===== src/rtl/card_pkg.sv =====
`timescale 1ns/1ps
package card_pkg;
  localparam int NCOLS = 80;
  localparam int NROWS = 12;
  localparam int DSW_W = 16;

  typedef enum logic [2:0] {
    OP_NONE  = 3'd0,
    OP_FEED  = 3'd1,
    OP_READ  = 3'd2,
    OP_PUNCH = 3'd3,
    OP_STACK = 3'd4,
    OP_SENSE = 3'd5
  } op_e;

  typedef enum logic [2:0] {
    S_IDLE, S_RDW, S_FETCH, S_COPY, S_CLAST
  } st_e;

  localparam int B_NRDY = 0;
  localparam int B_BUSY = 1;
  localparam int B_OPC  = 2;
  localparam int B_LAST = 3;
  localparam int B_STK  = 4;
endpackage


===== src/rtl/card_ram.sv =====
`timescale 1ns/1ps
module card_ram #(
  parameter int DEPTH = 80,
  parameter int WIDTH = 12,
  parameter int AW    = 7
) (
  input  logic             clk,
  input  logic             we,
  input  logic [AW-1:0]    waddr,
  input  logic [WIDTH-1:0] wdata,
  input  logic [AW-1:0]    raddr,
  output logic [WIDTH-1:0] rdata
);
  logic [WIDTH-1:0] mem [DEPTH];

  always_ff @(posedge clk) begin
    if (we) mem[waddr] <= wdata;
    rdata <= mem[raddr];
  end
endmodule


===== src/rtl/card_ctrl.sv =====
`timescale 1ns/1ps
module card_ctrl
  import card_pkg::*;
#(
  parameter int COLS = NCOLS,
  parameter int ROWS = NROWS,
  parameter int CW   = $clog2(COLS + 1)
) (
  input  logic             clk,
  input  logic             rst,
  input  logic             cmd_valid,
  input  logic [2:0]       cmd_op,
  input  logic [ROWS-1:0]  cmd_data,
  input  logic             last_opt,
  input  logic             load_done,
  input  logic             fetch_done,
  input  logic [CW-1:0]    host_rd_col,
  output logic [CW-1:0]    pr_raddr,
  input  logic [ROWS-1:0]  pr_rdata,
  output logic [CW-1:0]    pp_raddr,
  input  logic [ROWS-1:0]  pp_rdata,
  output logic             pp_we,
  output logic [CW-1:0]    pp_waddr,
  output logic [ROWS-1:0]  pp_wdata,
  output logic             fetch_req,
  output logic             col_strobe,
  output logic [CW-1:0]    col_idx,
  output logic [ROWS-1:0]  col_data,
  output logic             irq,
  output logic [DSW_W-1:0] dsw
);
  localparam logic [CW-1:0] LASTCOL = CW'(COLS - 1);
  localparam logic [CW-1:0] ENDCOL  = CW'(COLS);

  st_e             state;
  logic [CW-1:0]   col_cnt;
  logic [CW-1:0]   cp_idx;
  logic [CW-1:0]   cp_widx;
  logic            cp_wv;
  logic            nrdy, opc, lastc, stk, hop;
  logic            col_left;
  logic            punch_fire;

  assign col_left   = (col_cnt < ENDCOL);
  assign punch_fire = (state == S_IDLE) && cmd_valid && (cmd_op == OP_PUNCH)
                      && !nrdy && col_left;

  // buffer ports: copy write and punch write never overlap in time
  always_comb begin
    pr_raddr = cp_idx;
    pp_we    = cp_wv || punch_fire;
    pp_waddr = cp_wv ? cp_widx : col_cnt;
    pp_wdata = cp_wv ? pr_rdata : cmd_data;
    if (state == S_FETCH) pp_raddr = host_rd_col;
    else                  pp_raddr = col_left ? col_cnt : '0;
  end

  assign fetch_req = (state == S_FETCH);

  always_comb begin
    dsw         = '0;
    dsw[B_NRDY] = nrdy;
    dsw[B_BUSY] = (state != S_IDLE);
    dsw[B_OPC]  = opc;
    dsw[B_LAST] = lastc;
    dsw[B_STK]  = stk;
  end

  always_ff @(posedge clk) begin
    if (rst) begin
      state      <= S_IDLE;
      col_cnt    <= ENDCOL;
      cp_idx     <= '0;
      cp_widx    <= '0;
      cp_wv      <= 1'b0;
      nrdy       <= 1'b1;
      opc        <= 1'b0;
      lastc      <= 1'b0;
      stk        <= 1'b0;
      hop        <= 1'b0;
      irq        <= 1'b0;
      col_strobe <= 1'b0;
      col_idx    <= '0;
      col_data   <= '0;
    end else begin
      irq        <= 1'b0;
      col_strobe <= 1'b0;
      cp_wv      <= 1'b0;
      if (load_done) begin
        hop   <= 1'b1;
        nrdy  <= 1'b0;
        lastc <= 1'b0;
      end
      case (state)
        S_IDLE: begin
          if (cmd_valid) begin
            case (op_e'(cmd_op))
              OP_FEED: begin
                if (hop) state <= S_FETCH;
                else if (!last_opt && !load_done) nrdy <= 1'b1;
              end
              OP_READ: begin
                if (!nrdy && col_left) state <= S_RDW;
              end
              OP_PUNCH: begin
                if (punch_fire) begin
                  col_cnt <= col_cnt + 1'b1;
                  if (col_cnt == LASTCOL) begin
                    irq <= 1'b1;
                    opc <= 1'b1;
                  end
                end
              end
              OP_STACK: stk <= cmd_data[0];
              OP_SENSE: opc <= 1'b0;
              default: ;
            endcase
          end
        end
        S_RDW: begin
          // index and data leave the register together, one edge after the RAM read
          col_data   <= pp_rdata;
          col_idx    <= col_cnt;
          col_strobe <= 1'b1;
          col_cnt    <= col_cnt + 1'b1;
          if (col_cnt == LASTCOL) begin
            irq <= 1'b1;
            opc <= 1'b1;
          end
          state <= S_IDLE;
        end
        S_FETCH: begin
          if (fetch_done) begin
            state  <= S_COPY;
            cp_idx <= '0;
          end
        end
        S_COPY: begin
          cp_wv   <= 1'b1;
          cp_widx <= cp_idx;
          cp_idx  <= cp_idx + 1'b1;
          if (cp_idx == LASTCOL) state <= S_CLAST;
        end
        S_CLAST: begin
          state   <= S_IDLE;
          col_cnt <= '0;
          hop     <= load_done;
          lastc   <= last_opt && !load_done;
          stk     <= 1'b0;
          irq     <= 1'b1;
          opc     <= 1'b1;
        end
        default: state <= S_IDLE;
      endcase
    end
  end

  // the column counter only steps by one or restarts at zero
  p_one_step_r2: assert property (@(posedge clk) disable iff (rst)
    (col_cnt != $past(col_cnt)) |-> (col_cnt == $past(col_cnt) + 1'b1 || col_cnt == '0));

  p_stable_r3: assert property (@(posedge clk) disable iff (rst)
    !col_strobe |-> ($stable(col_data) && $stable(col_idx)));

  p_copy_after_fetch_r4: assert property (@(posedge clk) disable iff (rst)
    (state == S_COPY && $past(state) != S_COPY) |-> ($past(state) == S_FETCH && $past(fetch_done)));

  p_irq_single_r5: assert property (@(posedge clk) disable iff (rst)
    irq |=> !irq);

  p_nrdy_hold_r6: assert property (@(posedge clk) disable iff (rst)
    (nrdy && !load_done) |=> nrdy);

  p_nrdy_read_r11: assert property (@(posedge clk) disable iff (rst)
    (nrdy && state == S_IDLE && cmd_valid && cmd_op == OP_READ) |=> (state == S_IDLE && $stable(col_cnt)));
endmodule


===== src/rtl/card_adapter.sv =====
`timescale 1ns/1ps
module card_adapter
  import card_pkg::*;
#(
  parameter int COLS = NCOLS,
  parameter int ROWS = NROWS,
  parameter int CW   = $clog2(COLS + 1)
) (
  input  logic             clk,
  input  logic             rst,
  input  logic             host_wr_en,
  input  logic [CW-1:0]    host_wr_col,
  input  logic [ROWS-1:0]  host_wr_data,
  input  logic             host_load_done,
  input  logic             host_last_opt,
  output logic             fetch_req,
  input  logic [CW-1:0]    host_rd_col,
  output logic [ROWS-1:0]  host_rd_data,
  input  logic             host_fetch_done,
  input  logic             cmd_valid,
  input  logic [2:0]       cmd_op,
  input  logic [ROWS-1:0]  cmd_data,
  output logic             col_strobe,
  output logic [CW-1:0]    col_idx,
  output logic [ROWS-1:0]  col_data,
  output logic             irq,
  output logic [DSW_W-1:0] dsw
);
  logic [CW-1:0]   pr_raddr, pp_raddr, pp_waddr;
  logic [ROWS-1:0] pr_rdata, pp_rdata, pp_wdata;
  logic            pp_we;

  card_ram #(.DEPTH(COLS), .WIDTH(ROWS), .AW(CW)) u_preread (
    .clk(clk), .we(host_wr_en), .waddr(host_wr_col), .wdata(host_wr_data),
    .raddr(pr_raddr), .rdata(pr_rdata));

  card_ram #(.DEPTH(COLS), .WIDTH(ROWS), .AW(CW)) u_prepunch (
    .clk(clk), .we(pp_we), .waddr(pp_waddr), .wdata(pp_wdata),
    .raddr(pp_raddr), .rdata(pp_rdata));

  assign host_rd_data = pp_rdata;

  card_ctrl #(.COLS(COLS), .ROWS(ROWS), .CW(CW)) u_ctrl (
    .clk(clk), .rst(rst),
    .cmd_valid(cmd_valid), .cmd_op(cmd_op), .cmd_data(cmd_data),
    .last_opt(host_last_opt), .load_done(host_load_done),
    .fetch_done(host_fetch_done), .host_rd_col(host_rd_col),
    .pr_raddr(pr_raddr), .pr_rdata(pr_rdata),
    .pp_raddr(pp_raddr), .pp_rdata(pp_rdata),
    .pp_we(pp_we), .pp_waddr(pp_waddr), .pp_wdata(pp_wdata),
    .fetch_req(fetch_req), .col_strobe(col_strobe), .col_idx(col_idx),
    .col_data(col_data), .irq(irq), .dsw(dsw));
endmodule


===== config.mk =====
export PLATFORM = sky130hd
export DESIGN_NAME = card_adapter
export DESIGN_NICKNAME = d
export VERILOG_FILES = /design/src/rtl/card_pkg.sv /design/src/rtl/card_ram.sv /design/src/rtl/card_ctrl.sv /design/src/rtl/card_adapter.sv
export SDC_FILE = /design/constraint.sdc
export NUM_CORES = 2
export LEC_CHECK = 0
export BUFFER_PORTS_ARGS = -buffer_cell sky130_fd_sc_hd__buf_2
export CORE_UTILIZATION = 40
export DETAILED_ROUTE_END_ITERATION = 10
export MAX_ROUTING_LAYER = met4
export SYNTH_ARGS = -nofsm -noshare
export SYNTH_HDL_FRONTEND = slang
export SYNTH_SLANG_ARGS = --single-unit
export TNS_END_PERCENT = 50

===== constraint.sdc =====
create_clock -name clk -period 9.1 [get_ports clk]
set_clock_uncertainty 0.15 [all_clocks]
set_input_delay 1.365 -clock clk [delete_from_list [all_inputs] [get_ports clk]]
set_output_delay 1.365 -clock clk [all_outputs]
set_load 0.005 [all_outputs]

==> results.toml <==
[global_route]
grt_pass1_wl_um = 288000
grt_remaining_overflow = 0
grt_max_degree = 157
grt_pass1_vias = 40100
antenna_found_initial = 1
grtUsageTotal_pct = 20.7

[placed_design]
place_area_mm2 = 0.0814
dp_slack_ps = 3720
place.gp.congestion = 0.848
hpwl_um = 118000
numPortBuffers = 86

[critical_path]
cp_slowest_cell = "o31a_2"
startpoint_type = "flip-flop"
critPathMaxStageDelay_ps = 800
worstPathArrival_ps = 5840
crit_path_end_kind = "flip-flop"
path_class = "flip-flop to flip-flop"
startpoint = "u_ctrl.state[1]"
ff2ff_path_depth = 10
critPathTopFamily = "compound AO/OA/AOI/OAI gates"
worstPathCellList = "or3b_1, inv_4, o31a_2, buf_12, buf_4, mux2i_1, o221ai_1, a21oi_1, or4_1, o32ai_1"
worstPathRequired_ps = 9680
critPathBufInv = 3
r2r_slack_ps = 3840
crit_fanout = 110
r2r_start = "u_ctrl.state[1]"
rr_endpoint = "u_prepunch.rdata[5]"

[die]
core_mm2 = 0.193
start_util_pct = 40.3
die_w_um = 443
pin_count = 98
die_area_mm2 = 0.196
die_y_um = 443
fp-row-count = 161

[yosys]
synth.distinct_cells = 57
synth_compound_area_share_pct = 3.86
synthFlopType = "edfxtp_1"
synth_top_family_by_area = "multiplexers"
synth.area.mux_share_pct = 11.9
synth_cells = 4467
syn-cell-area_mm2 = 0.0779
avgSynthCellArea_um2 = 17.4
synth-adder-area-share_pct = 0.0321
async_flop_share_pct = 0
synth-xor-area-share_pct = 0.0675
synth_edf_count = 1920
synth-simple-area-share_pct = 6.52
ys_seq_elements = 1995
yosys_warnings = 0
yosysSeqAreaShare_pct = 76.0

[pwr]
pwr_density_cell_mw_per_mm2 = 211
p_leak_nw = 28.5
peakVddDrop_uv = 204

[clocking]
post_cts_buffers = 0
clkTransAtPathRegs_ps = 60
cts_tree = "built"
clk_latency_ps = 830
cts_buffers = 200
h-tree-depth = 4
cts.sinks = 1995
cts.path.max_buffers = 3
cts_root_buf = "clkbuf_16"
hold_buffers = 0
cts_resized = 0

[routing]
via_per_inst = 5.67
wl_um = 200000
drc_errors = 0
post_drt_wl_per_cell_um = 27.4
num_vias = 41400
detail-route-antenna-nets = 0
first_pass_iters = 6
drtIter0Drc = 4681

[job]
cap_violations = 0

[cells_and_area]
drive_above_1_share_pct = 18.1
postLayoutCellArea_mm2 = 0.0878
mostFrequentLayoutCells = "1,920 x edfxtp_1, 611 x nand2_1, 312 x mux4_2"
area_growth_syn_to_layout_pct = 12.8
nNetsFinal = 4655
layout_commonest_cell = "edfxtp_1"

[timing]
period_share_pct = 57.8
setup_slack_ps = 3840
grt_setup_unrepaired = "no"
hold_viol = 0
fin_crit_ps = 5260
maxSlewHeadroom_pct = 11.1
worst_pin_slew_ps = 1330
fmax_mhz = 190
setup_tns_ps = 0
finalSetupViolations = 0
finalMaxSlewViolations = 0

[hold_path]
min_to = "u_ctrl.col_idx[2]"
min_path_cells = 2
hp-class = "flip-flop to flip-flop"
worstHoldStart = "u_ctrl.col_idx[2]"

[outcome]
status = "finished, final reports clean"
[cell families after synthesis]
logic type,Yosys count
other cells,1
fa+ha+maj,2
compound gates,459
xor+xnor,6
mux,530
buf+inv,282
flops,1995
simple gates,1192
[power by group]
| part | switching [mW] | total (mW) | internal, mW |
|---|---|---|---|
| registers | 0.0115 | 10.1 | 10.1 |
| clock network | 3.51 | 8.14 | 4.63 |
| logic | 0.248 | 0.298 | 0.0500 |
[worst reg2reg max path, cell delays in order, from the launching register on]
cell and delay [ps]:
dfxtp_1 590, or3b_1 660, inv_4 310, o31a_2 810
buf_12 550, buf_4 750, mux2i_1 170, o221ai_1 380
a21oi_1 70, or4_1 490, o32ai_1 250
[cell usage after synthesis (all sizes together), types with 2 or more instances]
cell type | count | area (um2)
or3b | 2 | 17.5
o31ai | 8 | 65.1
and3 | 3 | 18.8
clkbuf | 162 | 608
nand4 | 7 | 43.8
buf | 116 | 666
nor3 | 24 | 120
a21oi | 212 | 1060
or4 | 13 | 97.6
xnor2 | 3 | 26.3
a22oi | 48 | 360
a21o | 4 | 30.0
nor2b | 14 | 87.6
a31o | 2 | 17.5
or4bb | 2 | 22.5
nor2 | 209 | 785
nand2b | 10 | 62.6
xor2 | 3 | 26.3
mux2 | 24 | 270
o221ai | 96 | 841
o31a | 2 | 17.5
a41oi | 12 | 105
o21a | 2 | 15.0
and2 | 4 | 25.0
nor3b | 2 | 15.0
nand3b | 8 | 60.1
nand2 | 611 | 2290
ha | 2 | 25.0
mux4 | 312 | 7030
inv | 3 | 13.8
dfxtp | 75 | 1500
nand3 | 278 | 1390
edfxtp | 1920 | 57700
o21ai | 16 | 80.1
o32ai | 12 | 105
a211oi | 14 | 105
mux2i | 194 | 1940
o22ai | 24 | 150
a31oi | 5 | 37.5
[metal layers]
layer  vias to the layer above  global-route usage (%)  wire (um)
met4                         0                    7.76       7610
met2                      1568                    32.6      97200
li1                      17900                       -          -
met3                       298                    2.84      12900
met1                     21600                    27.4      82000
met5                         -                       -          0
[worst max path at each step]
stage | to | slack (ps) | cells after the start
floorplan | u_prepunch.rdata[4] | 5510 | 10
global placement | u_prepunch.rdata[5] | 3800 | 10
detailed placement | u_prepunch.rdata[5] | 3720 | 10
CTS | u_prepunch.rdata[5] | 3860 | 10
global route | u_prepunch.rdata[5] | 3610 | 10
finish | u_prepunch.rdata[5] | 3840 | 10
[stage by stage]
stage / power, mW / utilization (%) / hold WS (ps) / cells
after floorplan: 10.4 / - / 294 / 4477
after global placement: 10.6 / 42.2 / 289 / 6929
after detailed placement: 10.6 / 42.2 / 297 / 6929
after CTS: 18.6 / 45.5 / 305 / 7299
after global routing: 19.0 / 45.5 / 321 / 7300
final: 18.5 / 45.5 / 301 / 7302
[cell type report]
| cell class | instances | area (um2) |
|---|---|---|
| Fill cell | 16400 | 105000 |
| Sequential cell | 1995 | 59200 |
| Multi-Input combinational cell | 2200 | 17600 |
| Clock buffer | 258 | 5290 |
| Tap cell | 2526 | 3160 |
| Timing Repair Buffer | 204 | 1390 |
| Clock inverter | 112 | 1140 |
| Inverter | 4 | 17.5 |
| Antenna cell | 3 | 7.51 |
[sequential cells by signal, indices dropped and copies added (netlist names), 12 cells and up]
name and flops:
u_preread.rdata 12, u_preread.mem 960, u_ctrl.col_data 12, u_prepunch.rdata 12, u_prepunch.mem 960
Power figures use the tool's default switching activity.
